$ cat src/rtl/hvtimer_pkg.sv
package hvtimer_pkg;
  typedef enum logic [1:0] {
    TM_OFF        = 2'b00,
    TM_LINE_START = 2'b01,
    TM_EVERY_LINE = 2'b10,
    TM_EXACT      = 2'b11
  } tmode_e;

  function automatic tmode_e mode_of(input logic h_on, input logic v_on);
    return tmode_e'({h_on, v_on});
  endfunction
endpackage

$ cat src/rtl/hvtimer_match.sv
module hvtimer_match
  import hvtimer_pkg::*;
#(
  parameter int CNT_W  = 9,
  parameter int H_LAST = 339
) (
  input  logic             clk,
  input  logic             rst_n,
  input  logic [CNT_W-1:0] hpos,
  input  logic [CNT_W-1:0] vpos,
  input  logic             h_en,
  input  logic             v_en,
  input  logic [CNT_W-1:0] h_cmp,
  input  logic [CNT_W-1:0] v_cmp,
  output logic             hit,
  output logic             off
);
  localparam logic [CNT_W-1:0] HLIM = CNT_W'(H_LAST);

  tmode_e mode;
  logic   dot_eq, line_eq, home, match_now, match_q, match_d;

  always_comb begin
    mode    = mode_of(h_en, v_en);
    dot_eq  = (hpos == h_cmp) && (h_cmp <= HLIM);
    line_eq = (vpos == v_cmp);
    home    = (hpos == '0);
    unique case (mode)
      TM_EVERY_LINE: match_now = dot_eq;
      TM_EXACT:      match_now = dot_eq && line_eq;
      TM_LINE_START: match_now = line_eq && home;
      default:       match_now = 1'b0;
    endcase
    match_d = match_now;
    hit     = match_now && !match_q;
    off     = (mode == TM_OFF);
  end

  always_ff @(posedge clk or negedge rst_n) begin
    if (!rst_n) match_q <= 1'b0;
    else        match_q <= match_d;
  end
endmodule

$ cat src/rtl/hvtimer_hold.sv
module hvtimer_hold (
  input  logic clk,
  input  logic rst_n,
  input  logic hit,
  input  logic off,
  input  logic refresh_busy,
  input  logic insn_boundary,
  input  logic stat_rd,
  output logic flag,
  output logic pending
);
  logic flag_d, pend_d, deliver, take_now, defer, upd_en;

  always_comb begin
    take_now = hit && !refresh_busy;
    defer    = hit && refresh_busy;
    deliver  = pending && !refresh_busy && insn_boundary;
    upd_en   = 1'b1;
    if (off) begin
      flag_d = 1'b0;
      pend_d = 1'b0;
    end else begin
      flag_d = take_now || deliver || (flag && !stat_rd);
      pend_d = defer || (pending && !deliver);
    end
  end

  always_ff @(posedge clk or negedge rst_n) begin
    if (!rst_n) begin
      flag    <= 1'b0;
      pending <= 1'b0;
    end else if (upd_en) begin
      flag    <= flag_d;
      pending <= pend_d;
    end
  end
endmodule

$ cat src/rtl/hvtimer_irq.sv
module hvtimer_irq #(
  parameter int CNT_W  = 9,
  parameter int H_LAST = 339
) (
  input  logic             clk,
  input  logic             rst_n,
  input  logic [CNT_W-1:0] hpos,
  input  logic [CNT_W-1:0] vpos,
  input  logic             h_en,
  input  logic             v_en,
  input  logic [CNT_W-1:0] h_cmp,
  input  logic [CNT_W-1:0] v_cmp,
  input  logic             master_en,
  input  logic             refresh_busy,
  input  logic             insn_boundary,
  input  logic             stat_rd,
  output logic [7:0]       stat_data,
  output logic             irq_flag,
  output logic             irq_req
);
  logic hit, off, pending;

  hvtimer_match #(.CNT_W(CNT_W), .H_LAST(H_LAST)) u_match (
    .clk(clk), .rst_n(rst_n), .hpos(hpos), .vpos(vpos),
    .h_en(h_en), .v_en(v_en), .h_cmp(h_cmp), .v_cmp(v_cmp),
    .hit(hit), .off(off)
  );

  hvtimer_hold u_hold (
    .clk(clk), .rst_n(rst_n), .hit(hit), .off(off),
    .refresh_busy(refresh_busy), .insn_boundary(insn_boundary),
    .stat_rd(stat_rd), .flag(irq_flag), .pending(pending)
  );

  always_comb begin
    stat_data = {irq_flag, 7'b0};
    irq_req   = irq_flag && master_en;
  end
endmodule

$ cat config.mk
export PLATFORM = sky130hd
export DESIGN_NAME = hvtimer_irq
export DESIGN_NICKNAME = d
export VERILOG_FILES = /design/src/rtl/hvtimer_pkg.sv /design/src/rtl/hvtimer_match.sv /design/src/rtl/hvtimer_hold.sv /design/src/rtl/hvtimer_irq.sv
export SDC_FILE = /design/constraint.sdc
export NUM_CORES = 1
export LEC_CHECK = 0
export ABC_AREA = 0
export BUFFER_PORTS_ARGS = -buffer_cell sky130_fd_sc_hd__buf_2
export CAP_MARGIN = 5
export CORE_MARGIN = 1
export CORE_UTILIZATION = 35
export CTS_CLUSTER_DIAMETER = 200
export CTS_CLUSTER_SIZE = 8
export DETAILED_ROUTE_END_ITERATION = 7
export PLACE_DENSITY = 0.8
export SYNTH_ARGS = -nofsm -noshare
export SYNTH_HDL_FRONTEND = slang
export SYNTH_SLANG_ARGS = --single-unit
$ cat constraint.sdc
create_clock -name clk -period 2 [get_ports clk]
set_clock_uncertainty 0.15 [all_clocks]
set_input_delay 0.1 -clock clk [delete_from_list [all_inputs] [get_ports clk]]
set_output_delay 0.1 -clock clk [all_outputs]
set_load 0.01 [all_outputs]
# [Word-level counts from Yosys, hierarchy flattened]
# Index checks and enable logic that the tools add are counted.
[totals] ff_bits=3 out_inout_bits=10 wordCells=32
[op_classes] n_lt_le_gt_ge=1 n_eq_ne=5 n_mux=3 reduce_logical=20
[op_table] operator="$eq A9 B9 Y1" n=2
[op_table] operator="$logic_and A1 B1 Y1" n=11
[op_table] operator="$le A9 B9 Y1 const B" n=1
[op_table] operator="$logic_not A9 Y1" n=1
[op_table] operator="$eq A2 B2 Y1 const B" n=2
[op_table] operator="$logic_not A1 Y1" n=4
[op_table] operator="$logic_or A1 B1 Y1" n=3
[op_table] operator="$pmux W1 S3" n=1
[op_table] operator="$eq A2 B1 Y1 const B" n=1
[op_table] operator="$logic_not A2 Y1" n=1
[op_table] operator="$mux W1" n=2

# [Logic depth before layout (Yosys ltp)]
# Gate-level depths: netlist of the first run.
[depth] ltp_word=9 mapped_depth=5

# [Cells and area by module]
# From an unflattened synthesis of the first run, not the netlist that was laid out.
[unflattened] hier_cells=56 area_unflattened_um2=455.4
[by_module_without_submodules] module="hvtimer_match" instances=1 cells_each=37 area_each_um2=291.5 seq_area_each_um2=25.0
[by_module_without_submodules] module="hvtimer_hold" instances=1 cells_each=9 area_each_um2=93.8 seq_area_each_um2=50.0
[by_module_without_submodules] module="hvtimer_irq" instances=1 cells_each=10 area_each_um2=70.1 seq_area_each_um2=0.0

# [Worst setup path before layout of the first run]
# No wires, ideal clock.
[synth_timing] path_kind="input port to flip-flop" from="input port hpos[1]" to="register u_hold.pending" arrival_time_ns=1.039 path_slack_ns=0.725 stages=5 n_path_buf=0 cell_sequence="xnor2_1 nand4_1 o41ai_2 nand3b_1 a211oi_2"
[synth_via] elab_chain_cells=8
[synth_lines] element="start, declared" line_no="hvtimer_irq.sv:7" text="input logic [CNT_W-1:0] hpos,"
[synth_lines] element="$eq A9 B9 Y1" line_no="hvtimer_match.sv:25" text="dot_eq = (hpos == h_cmp) && (h_cmp <= HLIM);"
[synth_lines] element="$logic_and A1 B1 Y1" line_no="hvtimer_match.sv:25"
[synth_lines] element="$logic_and A1 B1 Y1" line_no="hvtimer_match.sv:30" text="TM_EXACT: match_now = dot_eq && line_eq;"
[synth_lines] element="$pmux W1 S3 *" line_no="hvtimer_match.sv:28" text="unique case (mode)"
[synth_lines] element="$logic_and A1 B1 Y1 *" line_no="hvtimer_match.sv:35" text="hit = match_now && !match_q;"
[synth_lines] element="$logic_and A1 B1 Y1 *" line_no="hvtimer_hold.sv:16" text="defer = hit && refresh_busy;"
[synth_lines] element="$logic_or A1 B1 Y1 *" line_no="hvtimer_hold.sv:24" text="pend_d = defer || (pending && !deliver);"
[synth_lines] element="$mux W1 *" line_no="hvtimer_hold.sv:19" text="if (off) begin"
[synth_lines] element="net u_hold.pend_d" line_no="hvtimer_hold.sv:12" text="logic flag_d, pend_d, deliver, take_now, defer, upd_en;"
[synth_lines] element="end signal, assigned" line_no="hvtimer_hold.sv:34" text="pending <= pend_d;"
[synth_lines] element="end, declared" line_no="hvtimer_hold.sv:10" text="output logic pending"
# The timed path passes the listed nets; every way through them passes the cells marked *.

# [Final worst setup path of the first run]
[layout_timing] from="input port hpos[0]" to="register u_hold.pending"
# The elaborated chain is that of the path after synthesis.

==> metrics.csv, run 1 <==
stage,metric,value,unit
worst_setup_path,critPathLaunchType,input port,
pwr,power_density,380.2,nW/µm²
finish,multiInputGateArea,351.6,µm²
grt,grt_pass1_wl,1.697,mm
clocking,cts_hold_buf,1,
finish,drive_gt1_frac,0.4906,
clocking,clock_path_buffers,2,
finish,seq_area,75.07,µm²
floorplanning,io_pins,54,
worst_setup_path,end_kind,flop,
clocking,post_cts_resize_count,0,
clocking,cts_tree,built,
worst_setup_path,worst_ep_required_time,1.99,ns
placement,hpwl,987.3,µm
clocking,cts_buffers,3,
floorplanning,die_w,38.71,µm
clocking,postCtsSetupBuffers,0,
route,wl_per_cell,9.067,µm
placement,gp_congestion,0.6700,
clocking,htreeDepth,1,
timing,final.period_utilization,0.6430,
timing,setup_viol,0,
finish,nets,151,
route,drt-vias-per-instance,4.525,
synth,yosys_warnings,0,
route,antenna_left,0,
synth,synth_cell_types,20,
worst_setup_path,crit_type,input port to flop,
floorplanning,rows,12,
timing,max_freq,0.7776,GHz
pwr,total_power,0.2730,mW
placement,port_buffers,46,
finish,diodes,0,
pwr,peakVddDrop,0.0002252,V
synth,seq_area_frac_synth,0.1592,
worst_setup_path,worstPathMaxFanout,2,
synth,synth_seq_cells,3,
synth,postSynthAreaPerCell,8.275,µm²
finish,fill_cells,119,
grt,grt_max_degree,5,
timing,drv_slew,0,
grt,antenna_found_initial,0,
worst_setup_path,reg2reg_to,u_hold.flag$_DFF_PN0_,
synth,synth_cells,57,
floorplanning,start_util,0.4028,
route,drtPass1Iterations,2,
route,vias,543,
timing,hold_viol,0,
route,detail_route.iter0.violations,1,
synth,syn_area,471.7,µm²
placement,dp_cells,115,
clocking,clkLatencyLatePin,0.23,ns
outcome,outcome,completed,
run,drv_cap,0,
floorplanning,core,1171,µm²
worst_hold_path,hold_path_class,input port to async pin,
timing,rsz0062_at_grt,no,
timing,final.min_clock_period,1.286,ns
pwr,leakage,0.3617,nW
floorplanning,die-area,1498,µm²
route,routed_wl,1.088,mm
worst_setup_path,worstRegToRegCells,3,
worst_setup_path,r2r_setup_slack,0.93,ns
grt,grt_remaining_overflow,0,
worst_setup_path,crit-reg2reg-launch,u_hold.flag$_DFF_PN0_,
clocking,clkTransAtPathRegs,0.04,ns
finish,area_growth,52.25,%
floorplanning,die_y,38.71,µm
timing,hold_ws,0.04273,ns
route,drc,0,
finish,post-route-util,0.6132,
timing,tns,0,ns
finish,final-instance-count-excl-fill,120,
worst_setup_path,worstPathArrival,1.28,ns
clocking,clock-sinks,3,
clocking,cts_root_buffer,clkbuf_4,
grt,first_global_vias,489,
grt,grt_util_all_layers,0.1615,
[Yosys cell counts]
cell type / instances / area share
dfrtp_1: 3 / 0.16
buf_4: 8 / 0.13
nand4_1: 4 / 0.053
a21oi_1: 3 / 0.032
o21ai_1: 1 / 0.011
xor2_1: 2 / 0.037
nand3b_1: 1 / 0.016
nand3_1: 1 / 0.011
a211oi_1: 1 / 0.016
nor4_1: 2 / 0.027
inv_1: 2 / 0.016
xnor2_1: 16 / 0.30
nor2b_1: 2 / 0.027
a211oi_2: 1 / 0.027
conb_1: 1 / 0.0079
o21ai_0: 1 / 0.011
nand2_1: 1 / 0.0079
and2_1: 2 / 0.027
o41ai_2: 2 / 0.069
nor2_1: 3 / 0.024
[final cells by class]
type                    count  area share
repair buffers             47      0.3345
multi-input cells          50      0.4895
inverters                   2     0.01045
well taps                  14     0.02439
clock buffers               4     0.03659
flip-flops and latches      3      0.1045
[critical path, stage by stage]
cell and delay (ns):
buf_2 0.11, xnor2_1 0.17, nand4_1 0.12, o41ai_2 0.39, nand3b_1 0.16, a211oi_2 0.23
[registers in the layout, summed over array words and instances, names as in the netlist]
register and count:
u_match.match_q 1, u_hold.pending 1, u_hold.flag 1
[stage by stage]
step	worst slack, ns	cell area, µm²
detailed placement	0.4985	681.9
floorplan	0.7247	494.2
global placement	0.5293	681.9
finish	0.7141	718.2
global route	0.5564	718.2
CTS	0.7205	718.2
[worst max-delay path by stage]
stage / start / to / depth (start not counted)
2_1_floorplan: hpos[1] / u_hold.pending$_DFF_PN0_ / 5
3_3_place_gp: hpos[1] / u_hold.flag$_DFF_PN0_ / 6
3_5_place_dp: hpos[0] / u_hold.pending$_DFF_PN0_ / 6
4_1_cts: hpos[0] / u_hold.pending$_DFF_PN0_ / 6
5_1_grt: hpos[0] / u_hold.flag$_DFF_PN0_ / 6
6_report: hpos[0] / u_hold.pending$_DFF_PN0_ / 6
[where the power goes]
part	internal, mW	leakage [nW]	switching (mW)
combinational	0.0597	0.305	0.0484
sequential	0.0611	0.0419	0.0000288
clock	0.0746	0.0150	0.0292
total	0.195	0.362	0.0776
[logic make-up after synthesis]
group           after synthesis  synth area share
buf+inv                      10            0.1432
compound gates                9            0.1644
other cells                   1          0.007950
simple gates                 16            0.1909
xor+xnor                     18            0.3342
flops                         3            0.1591
[cells in the final DEF, fill, tap and decap left out, drive strengths merged, types with 3 or more instances in the layout]
cell type / instances
a21oi: 3
xnor2: 16
dfrtp: 3
conb: 7
nand4: 4
nor2: 3
buf: 46
clkbuf: 4
[routing by layer]
metal	up-vias	track usage	share of wire
li1	280	-	-
met3	0	0.01734	0.10
met5	-	0	0
met1	227	0.1638	0.37
met2	36	0.3292	0.52
met4	0	0.05172	0
Note: power is estimated with default switching activity, not from simulation.
==> run 2, diff against run 1 <==
--- a/config.mk
+++ b/config.mk
@@ -9,11 +9,11 @@
 export BUFFER_PORTS_ARGS = -buffer_cell sky130_fd_sc_hd__buf_2
 export CAP_MARGIN = 5
 export CORE_MARGIN = 1
-export CORE_UTILIZATION = 35
+export CORE_UTILIZATION = 29
 export CTS_CLUSTER_DIAMETER = 200
 export CTS_CLUSTER_SIZE = 8
 export DETAILED_ROUTE_END_ITERATION = 7
-export PLACE_DENSITY = 0.8
+export PLACE_DENSITY = 0.71
 export SYNTH_ARGS = -nofsm -noshare
 export SYNTH_HDL_FRONTEND = slang
 export SYNTH_SLANG_ARGS = --single-unit
==> constraint.sdc (replaced) <==
create_clock -name clk -period 1.05 [get_ports clk]
set_clock_uncertainty 0.15 [all_clocks]
set_input_delay 0.0525 -clock clk [delete_from_list [all_inputs] [get_ports clk]]
set_output_delay 0.0525 -clock clk [all_outputs]
set_load 0.01 [all_outputs]
==> run 2 against run 1 <==
The run now ends with negative setup slack left. Non-clock buffer count is 3 higher. Sequential cell count stayed put. Wire length is 25% higher. First-iteration DRC count grew to 4.0 times the previous value. Power is 120% higher. Cell area is 26% higher. Worst setup slack worse by 0.84 ns. Final cell count is 4.2% higher. Critical path depth is 3 lower. Critical path type is now flop to primary output.
==> metrics.csv, run 2 (synthesis results as in run 1) <==
stage,metric,value,unit
finish,nets,154,
pwr,leakage,0.4521,nW
clocking,cts_tree,built,
route,detail_route.iter0.violations,4,
worst_setup_path,worstRegToRegCells,3,
pwr,peakVddDrop,0.0002711,V
timing,rsz0062_at_grt,yes,
timing,setup_viol,5,
timing,final.period_utilization,1.123,
finish,mostFrequentLayoutCell,buf_2,
grt,grt_pass1_wl,2.166,mm
floorplanning,die_y,42.33,µm
grt,met3_usage,0.06466,
clocking,cts_root_buffer,clkbuf_4,
floorplanning,die-area,1792,µm²
grt,antenna_found_initial,0,
timing,final.min_clock_period,1.180,ns
timing,hold_viol,0,
worst_setup_path,crit-reg2reg-launch,u_hold.flag$_DFF_PN0_,
worst_hold_path,hold_path_class,input port to async pin,
worst_setup_path,worstPathMaxFanout,3,
clocking,clkTransAtPathRegs,0.04,ns
clocking,clock-sinks,3,
timing,max_freq,0.8478,GHz
route,drc,0,
clocking,cts_buffers,3,
placement,gp_congestion,0.6939,
worst_setup_path,r2r_setup_slack,-0.03,ns
grt,grt.busiest_layer,met2,
route,wl_per_cell,10.89,µm
grt,grt_max_degree,4,
worst_setup_path,reg2reg_to,u_hold.flag$_DFF_PN0_,
finish,top_regs,"u_hold.flag (1), u_hold.pending (1), u_match.match_q (1)",
placement,place_area,721.9,µm²
placement,port_buffers,46,
run,drv_cap,0,
timing,fin_ws,-0.1296,ns
outcome,violations,negative setup slack,
floorplanning,start_util,0.3131,
worst_setup_path,end_kind,primary output,
floorplanning,rows,14,
floorplanning,core,1506,µm²
route,vias,594,
route,drt-vias-per-instance,4.752,
finish,drive_gt1_frac,0.5963,
finish,post-route-util,0.6030,
route,drtPass1Iterations,4,
timing,tns,-0.3777,ns
worst_setup_path,crit_type,flop to primary output,
outcome,outcome,"finished, violations left",
finish,diodes,0,
floorplanning,die_w,42.33,µm
timing,hold_ws,0.002134,ns
grt,gr-usage-met1,0.1296,
finish,fill_cells,139,
finish,mostFrequentLayoutCells,"buf_2, buf_6, xnor2_1",
clocking,clock_path_buffers,2,
clocking,htreeDepth,1,
route,routed_wl,1.361,mm
timing,drv_slew,0,
finish,final_area,908.4,µm²
route,antenna_left,0,
worst_setup_path,worstPathArrival,0.98,ns
grt,grt_remaining_overflow,0,
clocking,clkLatencyLatePin,0.24,ns
worst_setup_path,worst_ep_required_time,0.85,ns
floorplanning,io_pins,54,
pwr,power_density,658.5,nW/µm²
finish,area_growth,92.57,%
grt,globalRouteMet2Util,0.3262,
grt,first_global_vias,569,
grt,grt_util_all_layers,0.1591,
worst_setup_path,critPathLaunchType,flop,
## run 2: cell count changes in the layout (fill, tap and decap cells not counted), moves of 2 or more
cell / delta
xnor2_2: +6
buf_6: +13
buf_4: +2
buf_2: -12
xnor2_1: -6
o41ai_4: +2
o41ai_2: -2
## run 2: final cells by class
class	instances	area [µm²]	area share
repair buffers	50	341.6	0.3760
multi-input cells	50	437.9	0.4821
well taps	16	20.02	0.02204
clock buffers	4	26.28	0.02893
inverters	2	7.507	0.008264
flip-flops and latches	3	75.07	0.08264
## run 2: power breakdown
part	internal, mW	switching [mW]	leakage [nW]
registers	0.116	0.0000462	0.0419
logic	0.157	0.119	0.395
clock network	0.143	0.0638	0.0150
total	0.416	0.182	0.452
## run 2: per-stage QoR
| stage | total power [mW] | worst slack [ns] | instances |
|---|---|---|---|
| after global placement | 0.3320 | -0.3398 | 119 |
| after global routing | 0.6369 | -0.2633 | 125 |
| after CTS | 0.5683 | -0.1498 | 126 |
| final | 0.5982 | -0.1296 | 125 |
| after floorplan | 0.2383 | -0.1446 | 63 |
| after detailed placement | 0.3379 | -0.4306 | 119 |
## run 2: repair_timing
action / 4_1_cts / 5_1_grt
hold buffers: 2 / 0
resized for setup: 8 / 17
setup buffers: 1 / 0
hold endpoints to repair: 4 / 0
endpoints found under the setup margin: 5 / 9
cloned: 0 / 0
pin swaps: 9 / 8
## run 2: worst max-delay path by stage
| stage | startpoint | endpoint | slack (ns) | cells past startpoint |
|---|---|---|---|---|
| global placement | hpos[8] | u_hold.flag$_DFF_PN0_ | -0.34 | 6 |
| finish | u_hold.flag$_DFF_PN0_ | irq_req | -0.13 | 3 |
| global route | h_cmp[7] | u_hold.pending$_DFF_PN0_ | -0.26 | 6 |
| CTS | vpos[7] | u_hold.flag$_DFF_PN0_ | -0.15 | 6 |
| detailed placement | v_cmp[2] | u_hold.flag$_DFF_PN0_ | -0.43 | 6 |
| floorplan | v_cmp[4] | u_hold.pending$_DFF_PN0_ | -0.14 | 5 |
## run 2: worst max-delay path, stage by stage, from the launching register on
cell and delay (ns):
dfrtp_1 0.38, buf_6 0.13, and2_4 0.13, buf_6 0.11
## run 2: layer usage
| layer | share of wire | wire length (µm) | vias to the layer above |
|---|---|---|---|
| li1 | - | - | 287 |
| met3 | 0.093 | 126 | 5 |
| met4 | 0.015 | 20 | 0 |
| met2 | 0.57 | 782 | 33 |
| met1 | 0.32 | 432 | 269 |
| met5 | 0 | 0 | - |
